===== src/rtl/twslv_pkg.sv =====
package twslv_pkg;

  typedef enum logic [1:0] {
    DRV_NONE,
    DRV_ACK,
    DRV_DATA
  } drvMode_e;

  typedef enum logic [2:0] {
    ST_IDLE,
    ST_ADDR,
    ST_ADDR_ACK,
    ST_RX,
    ST_RX_ACK,
    ST_TX,
    ST_TX_ACK,
    ST_WAIT
  } slvState_e;

  // Strobes from control to datapath
  typedef struct packed {
    logic     shiftIn;
    logic     loadTx;
    logic     shiftTx;
    drvMode_e drv;
  } dpCtl_t;

  // Bus events from datapath to control
  typedef struct packed {
    logic sclRise;
    logic sclFall;
    logic startDet;
    logic stopDet;
    logic sdaBit;
    logic sclLvl;
  } busEv_t;

endpackage


===== src/rtl/twslv_datapath.sv =====
module twslv_datapath
  import twslv_pkg::*;
#(
  parameter int DATA_W      = 8,
  parameter int SYNC_STAGES = 2
) (
  input  logic              clk,
  input  logic              rst_n,
  input  logic              sclIn,
  input  logic              sdaIn,
  input  dpCtl_t            ctl,
  input  logic [DATA_W-1:0] rdData,
  output busEv_t            ev,
  output logic [DATA_W-1:0] rxByte,
  output logic              sdaPullLow
);

  logic [SYNC_STAGES-1:0] sclSync;
  logic [SYNC_STAGES-1:0] sdaSync;
  logic sclNow, sdaNow, sclPrev, sdaPrev;
  logic [DATA_W-1:0] rxShift;
  logic [DATA_W-1:0] txShift;

  generate
    if (SYNC_STAGES > 1) begin : gSyncChain
      always_ff @(posedge clk or negedge rst_n) begin
        if (!rst_n) begin
          sclSync <= '1;
          sdaSync <= '1;
        end else begin
          sclSync <= {sclSync[SYNC_STAGES-2:0], sclIn};
          sdaSync <= {sdaSync[SYNC_STAGES-2:0], sdaIn};
        end
      end
    end else begin : gSyncSingle
      always_ff @(posedge clk or negedge rst_n) begin
        if (!rst_n) begin
          sclSync <= '1;
          sdaSync <= '1;
        end else begin
          sclSync <= sclIn;
          sdaSync <= sdaIn;
        end
      end
    end
  endgenerate

  assign sclNow = sclSync[SYNC_STAGES-1];
  assign sdaNow = sdaSync[SYNC_STAGES-1];

  always_ff @(posedge clk or negedge rst_n) begin
    if (!rst_n) begin
      sclPrev <= 1'b1;
      sdaPrev <= 1'b1;
    end else begin
      sclPrev <= sclNow;
      sdaPrev <= sdaNow;
    end
  end

  always_comb begin
    ev.sclRise  = sclNow & ~sclPrev;
    ev.sclFall  = ~sclNow & sclPrev;
    ev.startDet = sclNow & sclPrev & sdaPrev & ~sdaNow;
    ev.stopDet  = sclNow & sclPrev & ~sdaPrev & sdaNow;
    ev.sdaBit   = sdaNow;
    ev.sclLvl   = sclNow;
  end

  always_ff @(posedge clk or negedge rst_n) begin
    if (!rst_n) begin
      rxShift <= '0;
    end else if (ctl.shiftIn) begin
      rxShift <= {rxShift[DATA_W-2:0], sdaNow};
    end
  end

  always_ff @(posedge clk or negedge rst_n) begin
    if (!rst_n) begin
      txShift <= '1;
    end else if (ctl.loadTx) begin
      txShift <= rdData;
    end else if (ctl.shiftTx) begin
      txShift <= {txShift[DATA_W-2:0], 1'b1};
    end
  end

  assign rxByte = rxShift;

  always_comb begin
    unique case (ctl.drv)
      DRV_ACK:  sdaPullLow = 1'b1;
      DRV_DATA: sdaPullLow = ~txShift[DATA_W-1];
      default:  sdaPullLow = 1'b0;
    endcase
  end

endmodule


===== src/rtl/twslv_ctrl.sv =====
module twslv_ctrl
  import twslv_pkg::*;
#(
  parameter int          DATA_W    = 8,
  parameter logic [3:0]  TYPE_CODE = 4'b0101
) (
  input  logic              clk,
  input  logic              rst_n,
  input  busEv_t            ev,
  input  logic [DATA_W-1:0] rxByte,
  input  logic [2:0]        devPins,
  input  logic              udSel,
  input  logic              nvBusy,
  output dpCtl_t            ctl,
  output logic              addrByteStb,
  output logic              wrDataStb,
  output logic              rdTakeStb,
  output logic              stopStb
);

  localparam int CNT_W = $clog2(DATA_W + 1);
  localparam logic [CNT_W-1:0] CNT_FULL = CNT_W'(DATA_W);
  localparam logic [CNT_W-1:0] CNT_LAST = CNT_W'(DATA_W - 1);

  slvState_e state, nState;
  logic [CNT_W-1:0] bitCnt, nCnt;
  logic isRead, nRead;
  logic firstByte, nFirst;
  logic selected, nSel;
  logic doneQ, nDone;
  logic doneFirstQ, nDoneFirst;
  logic addrHit;

  assign addrHit = (rxByte[DATA_W-1 -: 4] == TYPE_CODE) &&
                   (rxByte[3:1] == devPins);

  always_comb begin
    nState     = state;
    nCnt       = bitCnt;
    nRead      = isRead;
    nFirst     = firstByte;
    nSel       = selected;
    nDone      = 1'b0;
    nDoneFirst = doneFirstQ;
    ctl        = '0;
    rdTakeStb  = 1'b0;
    stopStb    = 1'b0;

    if (udSel) begin
      nState = ST_IDLE;
      nSel   = 1'b0;
    end else if (ev.startDet) begin
      nState = ST_ADDR;
      nCnt   = '0;
      nSel   = 1'b0;
    end else if (ev.stopDet) begin
      stopStb = selected;
      nState  = ST_IDLE;
      nSel    = 1'b0;
    end else begin
      unique case (state)
        ST_ADDR: begin
          if (ev.sclRise) begin
            ctl.shiftIn = 1'b1;
            nCnt        = bitCnt + 1'b1;
          end else if (ev.sclFall && bitCnt == CNT_FULL) begin
            if (addrHit && !nvBusy) begin
              nState = ST_ADDR_ACK;
              nSel   = 1'b1;
              nRead  = rxByte[0];
            end else begin
              nState = ST_WAIT;
            end
          end
        end
        ST_ADDR_ACK: begin
          if (ev.sclFall) begin
            nCnt = '0;
            if (isRead) begin
              nState     = ST_TX;
              ctl.loadTx = 1'b1;
              rdTakeStb  = 1'b1;
            end else begin
              nState = ST_RX;
              nFirst = 1'b1;
            end
          end
        end
        ST_RX: begin
          if (ev.sclRise) begin
            ctl.shiftIn = 1'b1;
            nCnt        = bitCnt + 1'b1;
            if (bitCnt == CNT_LAST) begin
              nDone      = 1'b1;
              nDoneFirst = firstByte;
              nFirst     = 1'b0;
            end
          end else if (ev.sclFall && bitCnt == CNT_FULL) begin
            nState = ST_RX_ACK;
          end
        end
        ST_RX_ACK: begin
          if (ev.sclFall) begin
            nState = ST_RX;
            nCnt   = '0;
          end
        end
        ST_TX: begin
          if (ev.sclRise) begin
            nCnt = bitCnt + 1'b1;
          end else if (ev.sclFall) begin
            if (bitCnt == CNT_FULL) begin
              nState = ST_TX_ACK;
            end else if (bitCnt != '0) begin
              ctl.shiftTx = 1'b1;
            end
          end
        end
        ST_TX_ACK: begin
          if (ev.sclRise && ev.sdaBit) begin
            nState = ST_WAIT;
          end else if (ev.sclFall) begin
            nState     = ST_TX;
            nCnt       = '0;
            ctl.loadTx = 1'b1;
            rdTakeStb  = 1'b1;
          end
        end
        default: begin
        end
      endcase
    end

    unique case (state)
      ST_ADDR_ACK, ST_RX_ACK: ctl.drv = DRV_ACK;
      ST_TX:                  ctl.drv = DRV_DATA;
      default:                ctl.drv = DRV_NONE;
    endcase
  end

  always_ff @(posedge clk or negedge rst_n) begin
    if (!rst_n) begin
      state      <= ST_IDLE;
      bitCnt     <= '0;
      isRead     <= 1'b0;
      firstByte  <= 1'b0;
      selected   <= 1'b0;
      doneQ      <= 1'b0;
      doneFirstQ <= 1'b0;
    end else begin
      state      <= nState;
      bitCnt     <= nCnt;
      isRead     <= nRead;
      firstByte  <= nFirst;
      selected   <= nSel;
      doneQ      <= nDone;
      doneFirstQ <= nDoneFirst;
    end
  end

  assign addrByteStb = doneQ & doneFirstQ;
  assign wrDataStb   = doneQ & ~doneFirstQ;

endmodule


===== src/rtl/twslv_top.sv =====
module twslv_top
  import twslv_pkg::*;
#(
  parameter int         DATA_W      = 8,
  parameter int         SYNC_STAGES = 2,
  parameter logic [3:0] TYPE_CODE   = 4'b0101
) (
  input  logic              clk,
  input  logic              rst_n,
  input  logic              sclIn,
  input  logic              sdaIn,
  output logic              sdaPullLow,
  input  logic [2:0]        devPins,
  input  logic              udSel,
  input  logic              nvBusy,
  output logic              addrByteStb,
  output logic              wrDataStb,
  output logic [DATA_W-1:0] dataByte,
  output logic              rdTakeStb,
  input  logic [DATA_W-1:0] rdData,
  output logic              stopStb
);

  dpCtl_t ctl;
  busEv_t ev;
  logic   sclLvl;

  twslv_datapath #(
    .DATA_W     (DATA_W),
    .SYNC_STAGES(SYNC_STAGES)
  ) i_datapath (
    .clk       (clk),
    .rst_n     (rst_n),
    .sclIn     (sclIn),
    .sdaIn     (sdaIn),
    .ctl       (ctl),
    .rdData    (rdData),
    .ev        (ev),
    .rxByte    (dataByte),
    .sdaPullLow(sdaPullLow)
  );

  twslv_ctrl #(
    .DATA_W   (DATA_W),
    .TYPE_CODE(TYPE_CODE)
  ) i_ctrl (
    .clk        (clk),
    .rst_n      (rst_n),
    .ev         (ev),
    .rxByte     (dataByte),
    .devPins    (devPins),
    .udSel      (udSel),
    .nvBusy     (nvBusy),
    .ctl        (ctl),
    .addrByteStb(addrByteStb),
    .wrDataStb  (wrDataStb),
    .rdTakeStb  (rdTakeStb),
    .stopStb    (stopStb)
  );

  assign sclLvl = ev.sclLvl;

endmodule


===== config.mk =====
export PLATFORM = sky130hd
export DESIGN_NAME = twslv_top
export DESIGN_NICKNAME = d
export VERILOG_FILES = /design/src/rtl/twslv_pkg.sv /design/src/rtl/twslv_datapath.sv /design/src/rtl/twslv_ctrl.sv /design/src/rtl/twslv_top.sv
export SDC_FILE = /design/constraint.sdc
export NUM_CORES = 1
export LEC_CHECK = 0
export ABC_AREA = 1
export CAP_MARGIN = 30
export CELL_PAD_IN_SITES_DETAIL_PLACEMENT = 0
export CELL_PAD_IN_SITES_GLOBAL_PLACEMENT = 1
export CORE_MARGIN = 4
export CORE_UTILIZATION = 26
export DETAILED_ROUTE_END_ITERATION = 8
export DONT_BUFFER_PORTS = 1
export GPL_TIMING_DRIVEN = 0
export PLACE_DENSITY_LB_ADDON = 0.1
export SLEW_MARGIN = 20
export SYNTH_ARGS = -nofsm -noshare
export SYNTH_HDL_FRONTEND = slang
export SYNTH_SLANG_ARGS = --single-unit

===== constraint.sdc =====
create_clock -name clk -period 2.7 [get_ports clk]
set_input_delay 0.405 -clock clk [delete_from_list [all_inputs] [get_ports clk]]
set_output_delay 0.405 -clock clk [all_outputs]
set_load 0.02 [all_outputs]

# Yosys cells after proc, flatten, opt, wreduce, memory -nomap -nowiden
# Cells that the tools add are included.
# word_totals
reg_bits	34
input_bits	17
romBits	0
out_inout_bits	13
latchBits	0
ram_bits	0
wordCells	151
n_memories	0
# op_classes
shifts	0
mux	66
order_cmp	0
n_bitwise	19
eq_ne	30
n_reduce_logical	22
multipliers	0
n_addsub	1
n_div	0
# ops
operator	count
$mux 3	19
$mux 1	34
$ne 5x4->1 const B	6
$mux 4	5
$reduce_bool 4->1	5
$pmux 3 s6	1
$mux 8	2
$ne 5x5->1 const B	3
$pmux 4 s3	1
$reduce_and 11->1	1
$not 1->1	10
$and 1x1->1	9
$eq 3x3->1 const B	3
$reduce_bool 9->1	1
$eq 4x3->1 const B	2
$ne 2x1->1 const B	4
$reduce_and 8->1	1
$reduce_and 7->1	1
$eq 3x2->1 const B	2
$ne 6x4->1 const B	1
$pmux 1 s2	3
$reduce_and 6->1	1
$reduce_and 5->1	1
$add 4x1->4 const B	1
other kinds (16)	21

# Depth between registers and ports, before layout
# Gate-level depths: netlist (run 1).
# logic_depth
ltp_word	11
mapped_depth	11
ltp_nobuf	10

# By module
# Synthesis (run 1) repeated with hierarchy kept, for this count alone.
# hier_totals
hier_cells	254
area_unflattened_um2	1938.1
# by_module_without_submodules
mod	cells_per_inst	seq_area_each_um2	area_per_inst_um2	instances
twslv_ctrl	157	300.3	996.0	1
twslv_datapath	97	568.0	942.2	1

# Worst setup path before layout (run 1)
# No wires, ideal clock.
# synth_timing
path_kind	reg-to-output
from	register i_ctrl.state[2]
to	output sdaPullLow
arrival_time_ps	1260
slack_ps	1035
stages_incl_launch_ff	6
n_path_buf	0
cell_sequence	dfrtp_1 > inv_1 > nand3_1 > nand2_2 > ha_1 > nor2_1
# synth_between
elab_chain_len	5
# synth_rtl
item	line_no	text
start: declaration	twslv_ctrl.sv:25	slvState_e state, nState;
start signal: assignment	twslv_ctrl.sv:151	state <= nState;
$eq 3x2->1 or $eq 3x3->1 (tied branches)	twslv_ctrl.sv:134	unique case (state)
$reduce_or 2->1 (no line)	n/a	
$pmux 2 s2 *	twslv_ctrl.sv:134	
$eq 2x2->1 or $eq 2x1->1 (tied branches)	twslv_datapath.sv:91	unique case (ctl.drv)
$pmux 1 s2 *	twslv_datapath.sv:91	
end: declaration	twslv_top.sv:12	output logic sdaPullLow,
# Mark *: on every way between the ends. The rest lies on a longest branch, timed or not.

# Final worst setup path (run 1)
# Same ends and word-level chain as after synthesis.

==> reports/qor.txt, run 1 <==
outcome: complete, no violations
CP Class: register to primary output
wirelength, routed: 4670 µm
Placed Cells: 332
cts bufs inserted: 5
hold-fix buffer count after cts: 2
Worst Path Arrival: 1.78 ns
Worst path slowest cell: dfrtp_1
Crit path depth: 5
Max-Cap Viols: 0
post-route insts no fill: 342
CTS clk-pin slew, worst paths: 0.08 ns
worst path required time: 2.30 ns
Pwr Total: 1.28 mW
Yosys warning count: 0
port buffer count: 0
most frequent cells in the layout: nand2_1, inv_1, o21ai_0
vias: 1536
RSZ-0062 raised after global routing: false
initial antenna violation count: 0
GR Overflow Total: 0
sequential share of the synthesized area: 46.3%
DR vias/cell: 4.49
Synth Flop Type: dfrtp_1
number of fill cells: 789
clk sinks: 34
Worst setup EP type: primary output
Iteration-0 DRC Markers: 67
Worst VDD drop: 0.239 mV
Tcrit/Tclk final: 81.1%
post-CTS setup buffers: 0
Starting Density: 27.1%
register bit total from synthesis: 34
most common cell after layout, fill and taps aside: nand2_1
DIE AREA: 8630 µm²
Buf/Inv on CP: 1
Final ANT Viol Nets: 0
Post-synth ARST share: 100%
CP cell instances: inv_1, nand3_1, nand2_2, ha_1, nor2_1
first-pass GRT wire length: 7800 µm
CTS tree: done
clk buf depth: 2
worst skew pair latency: 0.29 ns
final setup margin: 0.510 ns
Final setup violation count: 0
Max-slew headroom: 72.3%
Die H: 92.9 µm
GRT Total Usage: 11.7%
leakage power figure: 1.01 nW
setup slack, reg-to-reg: 0.83 ns
startpoint types: register
Final Slew Violations: 0
skew final: 0.00388 ns
number of enable flip-flop cells after synthesis: 0
drt drc: 0
wire length per cell: 13.7 µm
biggest area consumer among synthesized cells: dfrtp_1
root buf cell: clkbuf_8
Worst Reg-to-Reg Cells: 6
# nets final: 266
Area contributors post-synth: dfrtp_1, dfstp_2, nand2_1
synth unique cells: 31
delay-heaviest family, CP: simple AND/OR/NAND/NOR gates
slew at the pin closest to its max-slew limit: 0.414 ns
hold crit path type: input port to register
H-tree Lvls: 2
hold wc startpoint: sclIn
# IOs: 30
share of cells above drive strength 1: 17.9%
Reg-to-Reg Start: i_datapath.sclSync[1]$_DFF_PN1_
Avg Inst Size Synth: 7.94 µm²
Setup TNS: 0 ns
core area: 6910 µm²
f_max: 0.457 GHz
Worst Hold End: i_datapath.sclSync[0]$_DFF_PN1_
Yosys top cell area share: 26.7%
row count: 30
Critical Path Fanout Max: 6
WHS Path Cells: 0
vias in the first global route: 1486
Mapped Area: 1870 µm²
chip width: 92.9 µm
Antenna Diode Count: 0
r2r endpoint: i_datapath.rxByte[5]$_DFFE_PN0P_
cts repair resizes: 0
largest net degree at the start of global routing: 35
Synth Net Count: 257
Syn-to-layout area delta: 14.1%
HPWL after detailed placement: 3370 µm
routability-driven placement congestion ratio: 0.768
post-synthesis cell count: 236
power per standard cell area: 600 nW/µm²
final hold vios: 0
min Tclk post-route: 2.19 ns
Worst path max stage delay: 0.46 ns
DRT Pass-1 Iters: 4
pre-CTS WS: 0.762 ns
-- layer usage --
layer | routed length, µm | global-route usage, % | share of wire [%]
met1 | 2420 | 16.9 | 52
met2 | 2000 | 16.6 | 43
met3 | 182 | 3.33 | 3.9
met4 | 66 | 4.03 | 1.4
met5 | 0 | 0 | 0
-- sequential cells by signal, summed over array words and instances (netlist names) --
name,flops
i_ctrl.doneFirstQ,1
i_ctrl.selected,1
i_ctrl.state,3
i_datapath.sdaSync,2
i_datapath.txShift,8
i_ctrl.isRead,1
i_ctrl.doneQ,1
i_datapath.sclSync,2
i_datapath.sclPrev,1
i_ctrl.firstByte,1
i_ctrl.bitCnt,4
i_datapath.rxByte,8
i_datapath.sdaPrev,1
-- synth_stat cells, types with 2 or more instances --
cell / count
nand2_1: 52
inv_1: 37
o21ai_0: 23
dfrtp_1: 20
nor2_1: 18
nand3_1: 17
dfstp_2: 14
o21ai_1: 10
a21oi_1: 6
nand2_2: 5
ha_1: 4
inv_2: 3
nand3_2: 3
nand4_1: 3
nand3b_1: 2
nor3_1: 2
o211ai_1: 2
or2_2: 2
-- area by class of cell --
type	count	area, µm²	share of cell area (%)
Inverter	40	150	7.02
Sequential cell	34	868	40.6
Buffer	3	23.8	1.11
Clock inverter	3	45.0	2.11
Tap cell	96	120	5.62
Clock buffer	5	68.8	3.22
Multi-Input combinational cell	159	832	38.9
Timing Repair Buffer	2	30.0	1.40
-- metrics by stage --
stage	utilization [%]	area, µm²	hold slack [ns]
after floorplan	-	1870	0.109
after global placement	28.9	1990	0.111
after detailed placement	28.9	1990	0.111
after CTS	31.0	2140	0.0926
after global routing	31.0	2140	0.0795
final	31.0	2140	0.105
-- worst max path at each step --
stage | startpoint | to | slack [ns]
2_1_floorplan | i_ctrl.state[2]$_DFFE_PN0P_ | sdaPullLow | 1.03
3_3_place_gp | i_datapath.sclSync[1]$_DFF_PN1_ | i_datapath.rxByte[5]$_DFFE_PN0P_ | 0.78
3_5_place_dp | i_datapath.sclSync[1]$_DFF_PN1_ | i_datapath.rxByte[5]$_DFFE_PN0P_ | 0.76
4_1_cts | i_ctrl.state[2]$_DFFE_PN0P_ | sdaPullLow | 0.50
5_1_grt | i_ctrl.state[2]$_DFFE_PN0P_ | sdaPullLow | 0.37
6_report | i_ctrl.state[2]$_DFFE_PN0P_ | sdaPullLow | 0.51
-- cell families after synthesis --
| logic type | count (synthesis) | synth area share (%) |
|---|---|---|
| AND/OR/NAND/NOR | 110 | 28.7 |
| XOR/XNOR | 1 | 0.467 |
| flip-flops | 34 | 46.3 |
| buffers and inverters | 43 | 9.28 |
| AO/OA/AOI/OAI | 44 | 12.6 |
| adder cells (fa/ha/maj) | 4 | 2.67 |
-- power by group --
group | total (mW) | switching (mW) | leakage (nW) | internal [mW]
Combinational | 0.155 | 0.100 | 0.545 | 0.0548
Clock | 0.486 | 0.211 | 0.0504 | 0.275
Sequential | 0.642 | 0.0836 | 0.411 | 0.558
Total | 1.28 | 0.395 | 1.01 | 0.887
Power figures use the tool's default switching activity.
==> run 2, diff against run 1 <==
Clock period 2.7 ns to 2.07 ns, I/O delays scaled along.
==> run 2 against run 1 <==
  * Hold slack lost 0.014 ns
  * Sequential cell count unchanged
  * Register-to-register slack worse by 0.62 ns
  * Sequential share of layout area is 0.67 points lower
  * Sequential power grew 30%
  * Cell area increased by 1.8%
  * Clock power up 30%
  * Via count grew 0.39%
  * Die area unchanged
  * Routed wire length is 0.32% lower
  * Final cell count up 0.58%
  * Utilization is 0.56 points higher
==> reports/qor.txt, run 2 (same netlist as run 1, synthesis figures left out) <==
outcome: complete, no violations
leakage power figure: 1.00 nW (-0.16%)
first-pass GRT wire length: 7850 µm (+0.54%)
clk buf depth: 2 (unchanged)
slew at the pin closest to its max-slew limit: 0.414 ns (+0.000289 ns)
clk sinks: 34 (unchanged)
post-route insts no fill: 344 (+0.58%)
CTS clk-pin slew, worst paths: 0.08 ns (about the same)
Final ANT Viol Nets: 0 (unchanged)
port buffer count: 0 (unchanged)
Critical Path Fanout Max: 6 (unchanged)
# IOs: 30 (unchanged)
share of cells above drive strength 1: 20.2% (+2.3 points)
wire length per cell: 13.5 µm (-0.90%)
drt drc: 0 (unchanged)
number of fill cells: 783 (-0.76%)
routability-driven placement congestion ratio: 0.768 (unchanged)
final hold vios: 0 (unchanged)
vias: 1542 (+0.39%)
DRT Pass-1 Iters: 4 (unchanged)
Die H: 92.9 µm (unchanged)
Syn-to-layout area delta: 16.2%
hold crit path type: input port to register
Final Slew Violations: 0 (unchanged)
CTS tree: done
CP Class: register to primary output
Max-slew headroom: 72.3% (about the same)
GRT Total Usage: 11.8% (+0.051 points)
most common cell after layout, fill and taps aside: nand2_1
power per standard cell area: 770 nW/µm² (+28%)
Final setup violation count: 0 (unchanged)
cts bufs inserted: 5 (unchanged)
vias in the first global route: 1494 (+0.54%)
Placed Cells: 332 (unchanged)
Tcrit/Tclk final: 93.9%
Pwr Total: 1.68 mW (+31%)
largest net degree at the start of global routing: 35 (unchanged)
skew final: 0.00297 ns (-0.000916 ns)
row count: 30 (unchanged)
chip width: 92.9 µm (unchanged)
DR vias/cell: 4.48 (-0.19%)
GRT met2 Usage: 16.7% (+0.060 points)
Worst setup EP type: primary output
Starting Density: 27.1% (unchanged)
Max-Cap Viols: 0 (unchanged)
f_max: 0.514 GHz
worst path required time: 1.76 ns (-0.54 ns)
Antenna Diode Count: 0 (unchanged)
RSZ-0062 raised after global routing: true
busiest grt layer: met1
Iteration-0 DRC Markers: 70 (+4.5%)
wirelength, routed: 4660 µm (-0.32%)
# nets final: 268 (+0.75%)
worst skew pair latency: 0.29 ns (about the same)
DIE AREA: 8630 µm² (unchanged)
met1 usage: 17.0% (+0.10 points)
min Tclk post-route: 1.94 ns
core area: 6910 µm² (unchanged)
Worst Path Arrival: 1.63 ns (-0.15 ns)
smallest hold slack: 0.0908 ns (-0.0139 ns)
HPWL after detailed placement: 3370 µm (unchanged)
post-CTS setup buffers: 0 (unchanged)
register area: 870 µm² (+0.14%)
H-tree Lvls: 2 (unchanged)
root buf cell: clkbuf_8
most frequent cells in the layout: nand2_1, inv_1, o21ai_0
startpoint types: register
met3 global-route usage: 3.33% (unchanged)
area taken by multi-input logic gates: 846 µm² (+1.7%)
GR Overflow Total: 0 (unchanged)
Worst VDD drop: 0.318 mV (+33%)
initial antenna violation count: 0 (unchanged)
[run 2: critical path, cell delays in order, from the launching register on]
cell and delay [ns]:
dfrtp_1 0.47, inv_2 0.13, nand3_1 0.10, nand2_2 0.14, inv_2 0.06, ha_1 0.19, a21oi_2 0.18, nor2_4 0.07
[run 2: path summary, 6_finish.rpt]
path | startpoint | end | slack (ns) | cells after the start
min in group asynchronous | rst_n | i_ctrl.firstByte$_DFFE_PN0P_ | 0.49 | 2
worst max-delay path | i_ctrl.state[2]$_DFFE_PN0P_ | sdaPullLow | 0.13 | 7
worst min register to register | i_datapath.sclSync[0]$_DFF_PN1_ | i_datapath.sclSync[1]$_DFF_PN1_ | 0.36 | 0
worst min-delay path | udSel | i_ctrl.doneQ$_DFF_PN0_ | 0.09 | 1
worst max register to register | i_datapath.sclSync[1]$_DFF_PN1_ | i_datapath.rxByte[5]$_DFFE_PN0P_ | 0.21 | 6
max in group asynchronous | rst_n | i_datapath.txShift[3]$_DFFE_PN1P_ | 1.32 | 2
[run 2: stage by stage]
stage	worst slack [ns]	utilization (%)	TNS, ns	area [µm²]
after floorplan	0.499	-	0	1870
after global placement	0.151	28.9	0	1990
after detailed placement	0.132	28.9	0	1990
after CTS	0.0563	31.3	0	2160
after global routing	-0.00351	31.5	-0.00351	2180
final	0.126	31.5	0	2180
[run 2: routing by layer]
metal  up-vias  wire length [µm]
met5         -                 0
li1        781                 -
met1       733              2410
met3         4               186
met2        24              2010
met4         0                55
[run 2: report_power, final]
group          leakage, nW  switching [mW]  internal [mW]
clock               0.0504           0.275          0.358
sequential           0.410           0.109          0.728
combinational        0.544           0.131         0.0742
[run 2: area by class of cell]
| class | instances | area share [%] |
|---|---|---|
| clock buffer | 5 | 3.16 |
| clock inverter | 3 | 2.07 |
| timing repair buffer | 4 | 2.30 |
| inverter | 40 | 7.07 |
| sequential | 34 | 39.9 |
| multi-input combinational | 159 | 38.9 |
| buffer | 3 | 1.09 |
| tap | 96 | 5.52 |
[run 2: what timing repair did]
action	in CTS	in global routing
hold buffers	4	0
gates cloned	0	0
endpoints found under the setup margin	1	2
hold endpoints to repair	36	0
resized for setup	1	6
